[src/rtl/aux_tmo_pkg.sv]
package aux_tmo_pkg;
  // Width of the encoded length field
  localparam int AUX_LEN_W = 7;
  // Width of the multiplier code
  localparam int AUX_MUL_W = 2;
  // log2 of the finest unit in ticks (8)
  localparam int AUX_UNIT_SHIFT = 3;

  typedef struct packed {
    logic [AUX_MUL_W-1:0] mul;
    logic [AUX_LEN_W-1:0] len;
  } tmo_pair_t;
endpackage

[src/rtl/aux_tmo_encoder.sv]
module aux_tmo_encoder
  import aux_tmo_pkg::*;
#(
  parameter int REQ_W = 16
) (
  input  logic             clk,
  input  logic             rst_n,
  input  logic             load,
  input  logic [REQ_W-1:0] req_us,
  output tmo_pair_t        pair_q
);
  localparam int NCODE   = 2 ** AUX_MUL_W;
  localparam int LEN_MAX = 2 ** AUX_LEN_W - 1;

  // The smallest code whose range still reaches the request
  function automatic logic [AUX_MUL_W-1:0] pick_mul(input logic [REQ_W-1:0] us);
    logic [AUX_MUL_W-1:0] m;
    m = AUX_MUL_W'(NCODE - 1);
    for (int k = NCODE - 2; k >= 0; k--) begin
      if (32'(us) <= (32'(LEN_MAX) << (AUX_UNIT_SHIFT + k)))
        m = AUX_MUL_W'(k);
    end
    return m;
  endfunction

  // Divide by a power-of-two unit by shifting, round up with the OR of the
  // dropped bits, then clip to the field maximum
  function automatic logic [AUX_LEN_W-1:0] fit_len(input logic [REQ_W-1:0] us,
                                                   input logic [AUX_MUL_W-1:0] m);
    logic [31:0] wide;
    logic [31:0] quo;
    logic        rem;
    int          sh;
    sh   = AUX_UNIT_SHIFT + int'(m);
    wide = 32'(us);
    quo  = wide >> sh;
    rem  = |(wide & ((32'd1 << sh) - 32'd1));
    quo  = quo + 32'(rem);
    if (quo > 32'(LEN_MAX)) return AUX_LEN_W'(LEN_MAX);
    return quo[AUX_LEN_W-1:0];
  endfunction

  logic [AUX_MUL_W-1:0] next_mul;
  logic [AUX_LEN_W-1:0] next_len;

  always_comb begin
    next_mul = pick_mul(req_us);
    next_len = fit_len(req_us, next_mul);
  end

  always_ff @(posedge clk) begin
    if (!rst_n) begin
      pair_q <= '0;
    end else if (load) begin
      pair_q.mul <= next_mul;
      pair_q.len <= next_len;
    end
  end
endmodule

[src/rtl/aux_tmo_counter.sv]
module aux_tmo_counter #(
  parameter int CNT_W = 13
) (
  input  logic             clk,
  input  logic             rst_n,
  input  logic             start,
  input  logic [CNT_W-1:0] start_val,
  input  logic             abort,
  input  logic             tick,
  output logic             running,
  output logic             expire_ev,
  output logic             fire_q
);
  logic [CNT_W-1:0] remain_q;
  logic             active_q;

  // The last counted tick, or the first tick of a zero-length window
  assign expire_ev = active_q && tick && !start && !abort &&
                     (remain_q <= CNT_W'(1));
  assign running   = active_q;

  always_ff @(posedge clk) begin
    if (!rst_n) begin
      active_q <= 1'b0;
      remain_q <= '0;
      fire_q   <= 1'b0;
    end else begin
      fire_q <= expire_ev;
      if (start) begin
        active_q <= 1'b1;
        remain_q <= start_val;
      end else if (abort) begin
        active_q <= 1'b0;
      end else if (expire_ev) begin
        active_q <= 1'b0;
      end else if (active_q && tick) begin
        remain_q <= remain_q - CNT_W'(1);
      end
    end
  end
endmodule

[src/rtl/aux_rx_timeout.sv]
module aux_rx_timeout
  import aux_tmo_pkg::*;
#(
  parameter int REQ_W = 16
) (
  input  logic                 clk,
  input  logic                 rst_n,
  input  logic                 cfg_load,
  input  logic [REQ_W-1:0]     cfg_us,
  output logic [AUX_LEN_W-1:0] tmo_len,
  output logic [AUX_MUL_W-1:0] tmo_mul,
  input  logic                 arm,
  input  logic                 reply_seen,
  input  logic                 tick_1us,
  output logic                 timeout_pulse
);
  localparam int NCODE = 2 ** AUX_MUL_W;
  localparam int CNT_W = AUX_LEN_W + AUX_UNIT_SHIFT + NCODE - 1;

  tmo_pair_t        pair_w;
  logic [CNT_W-1:0] window_w;
  logic             armed_w;
  logic             expire_w;
  logic             cancel_w;

  aux_tmo_encoder #(.REQ_W(REQ_W)) enc_i (
    .clk    (clk),
    .rst_n  (rst_n),
    .load   (cfg_load),
    .req_us (cfg_us),
    .pair_q (pair_w)
  );

  // Window length in ticks: length scaled by the selected unit
  assign window_w = CNT_W'(pair_w.len) << (AUX_UNIT_SHIFT + int'(pair_w.mul));
  assign cancel_w = reply_seen && !arm;

  aux_tmo_counter #(.CNT_W(CNT_W)) cnt_i (
    .clk       (clk),
    .rst_n     (rst_n),
    .start     (arm),
    .start_val (window_w),
    .abort     (cancel_w),
    .tick      (tick_1us),
    .running   (armed_w),
    .expire_ev (expire_w),
    .fire_q    (timeout_pulse)
  );

  assign tmo_len = pair_w.len;
  assign tmo_mul = pair_w.mul;
endmodule

[config.mk]
export PLATFORM = sky130hd
export DESIGN_NAME = aux_rx_timeout
export DESIGN_NICKNAME = d
export VERILOG_FILES = /design/src/rtl/aux_tmo_pkg.sv /design/src/rtl/aux_tmo_encoder.sv /design/src/rtl/aux_tmo_counter.sv /design/src/rtl/aux_rx_timeout.sv
export SDC_FILE = /design/constraint.sdc
export NUM_CORES = 1
export LEC_CHECK = 0
export BUFFER_PORTS_ARGS = -buffer_cell sky130_fd_sc_hd__buf_2
export CAP_MARGIN = 20
export CELL_PAD_IN_SITES_DETAIL_PLACEMENT = 0
export CELL_PAD_IN_SITES_GLOBAL_PLACEMENT = 2
export CORE_ASPECT_RATIO = 1.4
export CORE_MARGIN = 10
export CORE_UTILIZATION = 29
export CTS_CLUSTER_DIAMETER = 100
export CTS_CLUSTER_SIZE = 20
export DETAILED_ROUTE_END_ITERATION = 16
export PLACE_DENSITY_LB_ADDON = 0.05
export RECOVER_POWER = 25
export SLEW_MARGIN = 30
export SYNTH_ARGS = -nofsm -noshare
export SYNTH_HDL_FRONTEND = slang
export SYNTH_SLANG_ARGS = --single-unit
[constraint.sdc]
create_clock -name clk -period 4.1 [get_ports clk]
set_input_delay 0.82 -clock clk [delete_from_list [all_inputs] [get_ports clk]]
set_output_delay 0.82 -clock clk [all_outputs]
set_load 0.03 [all_outputs]
==> summary.txt, run 1 <==
Status = complete, no violations
Die Span Y = 120 um
Synth area leaders = dfxtp_1 23%, o21ai_0 6.8%, nor2_1 6.5%, mux2i_1 4.8%, nand2_1 4.7%
Tightest Hold Check Type = reg2reg
Row Count = 36
Leakage = 1.01 nW
Top cell type by total area after synthesis = dfxtp_1
Sequential area share after synthesis = 23.3%
Routability Congestion = 0.844
Simple-gate share of the synthesized area = 27.4%
Min cycle time layout = 3.70 ns
Unrepaired setup endpoints after global routing = false
Worst EP arrival = 3.82 ns
Layout Utilization = 36.0%
CP Max Fanout = 7
CTS Hold Bufs = 0
Met1 GRT Util = 13.1%
Global route overflow = 0
Clock transition at path regs = 0.10 ns
Fin nets = 359
# setup viols final = 0
Slew headroom = 41.7%
Initial DRT Pass Iterations = 4
Clock power share = 24.1%
Setup crit start kind = primary input
Grt peak-use layer = met2
Top_reg_cell synth = dfxtp_1
Critical Path End Type = register
Largest net degree at the start of global routing = 32
Top cells by count, synth = 36 x nor2_1, 28 x o21ai_0, 26 x nand2_1
Most numerous cell in the Yosys netlist = nor2_1
Largest family of logic cells by synthesized area = compound AO/OA/AOI/OAI gates
H-tree Lvls = 1
Core Area = 6940 um2
Worst Path Required = 4.22 ns
# IOs = 32
XOR/XNOR Fraction of Synth Area = 2.97%
Vias per inst = 5.27
Full die area = 10,900 um2
Postcts setup bufs = 0
Kind of critical path = in2reg
P_sw = 259 uW
First-pass GRT wire length = 11,200 um
Share of layout cells above drive strength 1 = 18.8%
Clk buf depth = 2
Root buffer cell = clkbuf_8
Sequential power share = 39.7%
Cell area after synthesis = 2070 um2
DR vias = 2,236
Sink Count = 24
Met2 GRT Util = 24.3%
Worst-path cell chain = buf_2 -> nand4_1 -> a211oi_1 -> nand2_1 -> nand2_1 -> inv_1 -> ha_1 -> inv_1 -> a222oi_1 -> nand3_1 -> a211o_1 -> ha_1 -> ha_1 -> o211ai_1 -> nand2_1 -> mux2i_1 -> buf_4 -> a41oi_1
DRC viols = 0
DP HPWL = 5520 um
Synth warn = 0
Async set-or-reset flop fraction in the synthesized netlist = 0%
Int Power = 441 uW
Placed insts = 420
Final Skew = 0.00911 ns
Clock latency at the later pin of the worst-skew pair = 0.27 ns
Area Growth Syn to Fin = 21.0%
CP max stage delay = 0.36 ns
Min Hold Slack = 0.503 ns
Switching Share = 36.9%
Wire per inst = 16.2 um
CTS buffer count = 3
Setup Total Neg Slack = 0 ns
Antenna violations before repair = 0
Non-Filler Instances = 424
Vias in the first global route = 2,230
Initial Utilization = 29.8%
Starting DRT DRC Count = 85
Worst-Margin Slew = 0.873 ns
Share of the synthesized area in the top cell type = 23.3%
CTS tree = done
Setup WS pre-CTS = 0.0168 ns
Adder-Cell Fraction of Synth Area = 4.24%
Proportion of synthesized area in mux cells = 7.57%
Hold Fails Final Rpt = 0
Post-synthesis area per instance = 7.20 um2
Die W = 91.3 um
Ant. Diodes = 0
Syn Nets = 316
Yosys cell types = 58
Routed Antenna Nets = 0
Final worst-path cycle share = 90.1%
Final worst setup slack = 0.405 ns
Synth Area in Compound Gates = 28.9%
Total GRT Usage = 12.3%
Met3 GRT Util = 0.749%
Seq cells post-synth = 24
Count of input and output buffers = 31
CTS resizes = 0
Maximum vdd drop = 0.000107 V
Combinational share of power = 36.2%
Fmax = 271 MHz
Post-Route WL = 6870 um
Post-Synthesis Cells = 287
EDFF count, synth = 0
Slowest CP cell = a222oi_1
Pwr per Cell Area = 280 nW/um2
Max Cap Violations = 0
Slew Viols, Final = 0
-- sequential cells by signal, indices dropped and copies added, names as in the netlist --
signal and count:
cnt_i.remain_q 13, cnt_i.fire_q 1, enc_i.pair_q 9, cnt_i.running 1
-- cells by family after synthesis --
| family | Yosys count |
|---|---|
| mux | 15 |
| fa+ha+maj | 7 |
| simple gates | 111 |
| compound gates | 92 |
| buf+inv | 29 |
| flops | 24 |
| xor+xnor | 7 |
| other cells | 2 |
-- worst paths after layout --
| kind | start | endpoint | slack [ns] | cells past startpoint |
|---|---|---|---|---|
| worst min-delay path | cnt_i.remain_q[8] | cnt_i.remain_q[8] | 0.50 | 2 |
| worst max-delay path | cfg_us[7] | enc_i.pair_q[4] | 0.40 | 18 |
| worst max register to register | cnt_i.remain_q[4] | cnt_i.remain_q[5] | 0.90 | 9 |
| worst min register to register | cnt_i.remain_q[8] | cnt_i.remain_q[8] | 0.50 | 2 |
-- cells in the final DEF, fill, tap and decap left out, types with 3 or more instances in the layout --
cell type and n:
nor2_1 36, o21ai_0 28, nand2_1 26, dfxtp_1 24, buf_2 23, buf_4 22
a21oi_1 16, inv_1 14, mux2i_1 10, a31oi_1 9, clkbuf_1 8, ha_1 7
a211oi_1 6, nand3_1 6, nor4_1 5, nor3_1 5, o22ai_1 5, mux2_2 5
or4_1 4, or3_1 4, nor3b_1 4, xnor2_1 4, clkbuf_8 4, nand3b_1 3
xor2_1 3, a221oi_1 3, o21a_1 3
-- cell type report --
cell class / instances / area [um2]
clock buffer: 4 / 55.1
fill: 798 / 4440
inverter: 14 / 52.6
multi-input combinational: 234 / 1480
sequential: 24 / 480
tap: 95 / 119
timing repair buffer: 53 / 310
-- per-layer routing --
metal / vias to the layer above / share of wire (%)
met3: 6 / 1.3
met1: 1048 / 41
met4: 0 / 1.8
met2: 30 / 55
li1: 1152 / -
met5: - / 0
-- critical path, delay by kind of cell --
family / cells / cell delay (ns)
compound gates: 5 / 1.16
fa+ha+maj: 3 / 0.69
buf+inv: 4 / 0.38
mux: 1 / 0.19
simple gates: 5 / 0.57
-- power by group through the flow --
stage / Sequential, mW / Combinational (mW) / Clock (mW)
finish: 0.278 / 0.253 / 0.169
global route: 0.283 / 0.284 / 0.184
CTS: 0.278 / 0.257 / 0.175
detailed placement: 0.284 / 0.256 / 0
global placement: 0.283 / 0.257 / 0
floorplan: 0.289 / 0.166 / 0
-- per-stage QoR --
stage	area (um2)	power, mW
after floorplan	2070	0.455
after global placement	2450	0.541
after detailed placement	2450	0.540
after CTS	2500	0.710
after global routing	2500	0.751
final	2500	0.700
(Power assumes the default switching activity.)
==> run 2: changes to the inputs <==
Settings changed: CORE_UTILIZATION 29 to 25.
==> run 2 against run 1 <==
Flip-flop and latch count did not move. Cell count rose by 1.2%. Fmax fell by 0.95%. Global-route usage fell by 1.1 points. Cell area rose by 0.85%. Sequential share of layout area fell by 0.16 points.
==> summary.txt, run 2 (synthesized netlist as in run 1, its figures left out) <==
Kind of critical path = in2reg
Leakage = 1.01 nW (+0.72%)
CP max stage delay = 0.48 ns (+0.12 ns)
Largest net degree at the start of global routing = 32 (unchanged)
Fin nets = 357 (-0.56%)
Core Area = 8100 um2 (+17%)
Min-Delay Path Depth = 2 (unchanged)
Switching Share = 34.0% (-2.9 points)
WP buf/inv = 3 (-1)
Sink Count = 24 (unchanged)
CTS tree = done
Postcts setup bufs = 0 (unchanged)
Total GRT Usage = 11.2% (-1.1 points)
Commonest non-fill, non-tap cell in the layout = nor2_1
Worst-path cell chain = buf_2 -> nor4_1 -> a211oi_1 -> nand2_1 -> nand2_1 -> ha_1 -> inv_1 -> a222oi_1 -> nand3_1 -> a211o_1 -> ha_1 -> ha_1 -> o211ai_1 -> nand2_1 -> mux2i_1 -> buf_4 -> a41oi_1
Top flop regs = cnt_i.remain_q (13), enc_i.pair_q (9)
Most flop-heavy register = cnt_i.remain_q
Maximum vdd drop = 0.000121 V (+13%)
Clk buf depth = 2 (unchanged)
DRC viols = 0 (unchanged)
DR vias = 2,209 (-1.2%)
P_sw = 260 uW (+0.64%)
Hold Crit Endpoint = cnt_i.running
Clock latency at the later pin of the worst-skew pair = 0.26 ns (about the same)
Worst-Margin Slew = 0.800 ns (-0.0731 ns)
Tightest Hold Check Type = reg2reg
Status = complete, no violations
Vias per inst = 5.15 (-2.4%)
Max Cap Violations = 0 (unchanged)
Die Span Y = 128 um (+6.4%)
Ant. Diodes = 0 (unchanged)
Vias in the first global route = 2,347 (+5.2%)
Reg-to-Reg Start = cnt_i.remain_q[4]
# IOs = 32 (unchanged)
Final Skew = 0.00835 ns (-0.000754 ns)
Slew headroom = 46.6% (+4.9 points)
Post-Route WL = 7040 um (+2.5%)
Row Count = 39 (+8.3%)
Root buffer cell = clkbuf_16
Sequential power share = 36.1% (-3.6 points)
Crit path max-delay family = compound AO/OA/AOI/OAI gates
Clock transition at path regs = 0.07 ns (-0.03 ns)
Min cycle time layout = 3.73 ns (+0.0354 ns)
Area Growth Syn to Fin = 22.0%
Final worst-path cycle share = 91.0% (+0.86 points)
Setup Total Neg Slack = 0 ns (unchanged)
Clock power share = 30.7% (+6.6 points)
Antenna violations before repair = 0 (unchanged)
Fmax = 268 MHz (-0.95%)
Full die area = 12,400 um2 (+13%)
Int Power = 505 uW (+14%)
Min-delay src = cnt_i.running
Critical Path End Type = register
Wire per inst = 16.4 um (+1.3%)
First-pass GRT wire length = 11,700 um (+4.1%)
Global route overflow = 0 (unchanged)
CTS Hold Bufs = 0 (unchanged)
Combinational share of power = 33.2% (-3.0 points)
DP HPWL = 5880 um (+6.5%)
CTS buffer count = 3 (unchanged)
Reg2Reg Setup Slack = 1.08 ns (+0.18 ns)
CP Max Fanout = 7 (unchanged)
H-tree Lvls = 1 (unchanged)
Fill count = 931 (+17%)
Initial Utilization = 25.5% (-4.3 points)
Area occupied by multi-input gates = 1480 um2 (-0.42%)
Worst reg2reg endpoint = cnt_i.remain_q[5]
Routed Antenna Nets = 0 (unchanged)
Seq. cell area = 480 um2 (unchanged)
Final worst setup slack = 0.369 ns (-0.0354 ns)
Unrepaired setup endpoints after global routing = false
Commonest non-fill, non-tap cells in the layout = 36 x nor2_1, 28 x o21ai_0, 26 x nand2_1
Setup crit start kind = primary input
Slew Viols, Final = 0 (unchanged)
# setup viols final = 0 (unchanged)
Routability Congestion = 0.819 (-2.9%)
Worst Path Required = 4.20 ns (-0.02 ns)
CTS resizes = 0 (unchanged)
Max reg flops = 13 (unchanged)
Worst Reg-to-Reg Cells = 8 (-1)
Count of input and output buffers = 31 (unchanged)
Die W = 96.8 um (+6.0%)
Hold Fails Final Rpt = 0 (unchanged)
Setup WS pre-CTS = 0.0672 ns (+0.0504 ns)
Pwr per Cell Area = 304 nW/um2 (+8.3%)
Share of layout cells above drive strength 1 = 18.0% (-0.80 points)
Starting DRT DRC Count = 70 (-18%)
Initial DRT Pass Iterations = 6 (+2)
Slowest CP cell = nor4_1
Worst EP arrival = 3.84 ns (+0.02 ns)
==> run 2: cell types whose count changed in the layout (fill, tap and decap cells not counted), sizes merged <==
cell / previous run / this run
buf: 45 / 43
==> run 2: final cells by class <==
| cell class | instances | area share (%) |
|---|---|---|
| clock buffer | 4 | 3.53 |
| timing repair buffer | 51 | 11.7 |
| sequential | 24 | 19.1 |
| inverter | 14 | 2.09 |
| tap | 102 | 5.06 |
| multi-input combinational | 234 | 58.5 |
==> run 2: worst min-delay path, cell delays in order, from the launching register on <==
cell	delay, ns
dfxtp_1	0.32
a31oi_1	0.08
nor2_1	0.08
==> run 2: metal layers <==
metal	up-vias	global-route usage (%)	share of wire, %
met2	53	23.2	57
met5	-	0	0
li1	1151	-	-
met1	992	10.6	37
met3	13	1.40	3.3
met4	0	4.61	2.7
==> run 2: worst max-delay path by stage <==
| stage | slack, ns | end | cells past startpoint | start |
|---|---|---|---|---|
| final | 0.37 | enc_i.pair_q[4] | 17 | cfg_us[3] |
| after global routing | 0.1 | enc_i.pair_q[4] | 18 | cfg_us[7] |
| after CTS | 0.34 | enc_i.pair_q[4] | 17 | cfg_us[3] |
| after detailed placement | 0.07 | enc_i.pair_q[4] | 17 | cfg_us[3] |
| after global placement | 0.13 | enc_i.pair_q[4] | 16 | cfg_us[3] |
| after floorplan | 0.20 | enc_i.pair_q[4] | 15 | cfg_us[15] |
==> run 2: power by group through the flow <==
stage | Combinational, mW | Sequential, mW | Clock (mW)
after floorplan | 0.166 | 0.289 | 0
after global placement | 0.262 | 0.282 | 0
after detailed placement | 0.259 | 0.282 | 0
after CTS | 0.260 | 0.277 | 0.244
after global routing | 0.291 | 0.280 | 0.253
final | 0.254 | 0.276 | 0.235
==> run 2: per-stage QoR <==
step           std cells  hold slack (ns)  instance area, um2  utilization (%)  total power [mW]
4_1_cts              429            0.521                2530             31.2             0.780
3_5_place_dp         425            0.504                2440             30.1             0.541
5_1_grt              429            0.542                2520             31.1             0.823
3_3_place_gp         425            0.495                2440             30.1             0.544
2_1_floorplan        287            0.464                2070                -             0.455
6_report             429            0.514                2520             31.1             0.765
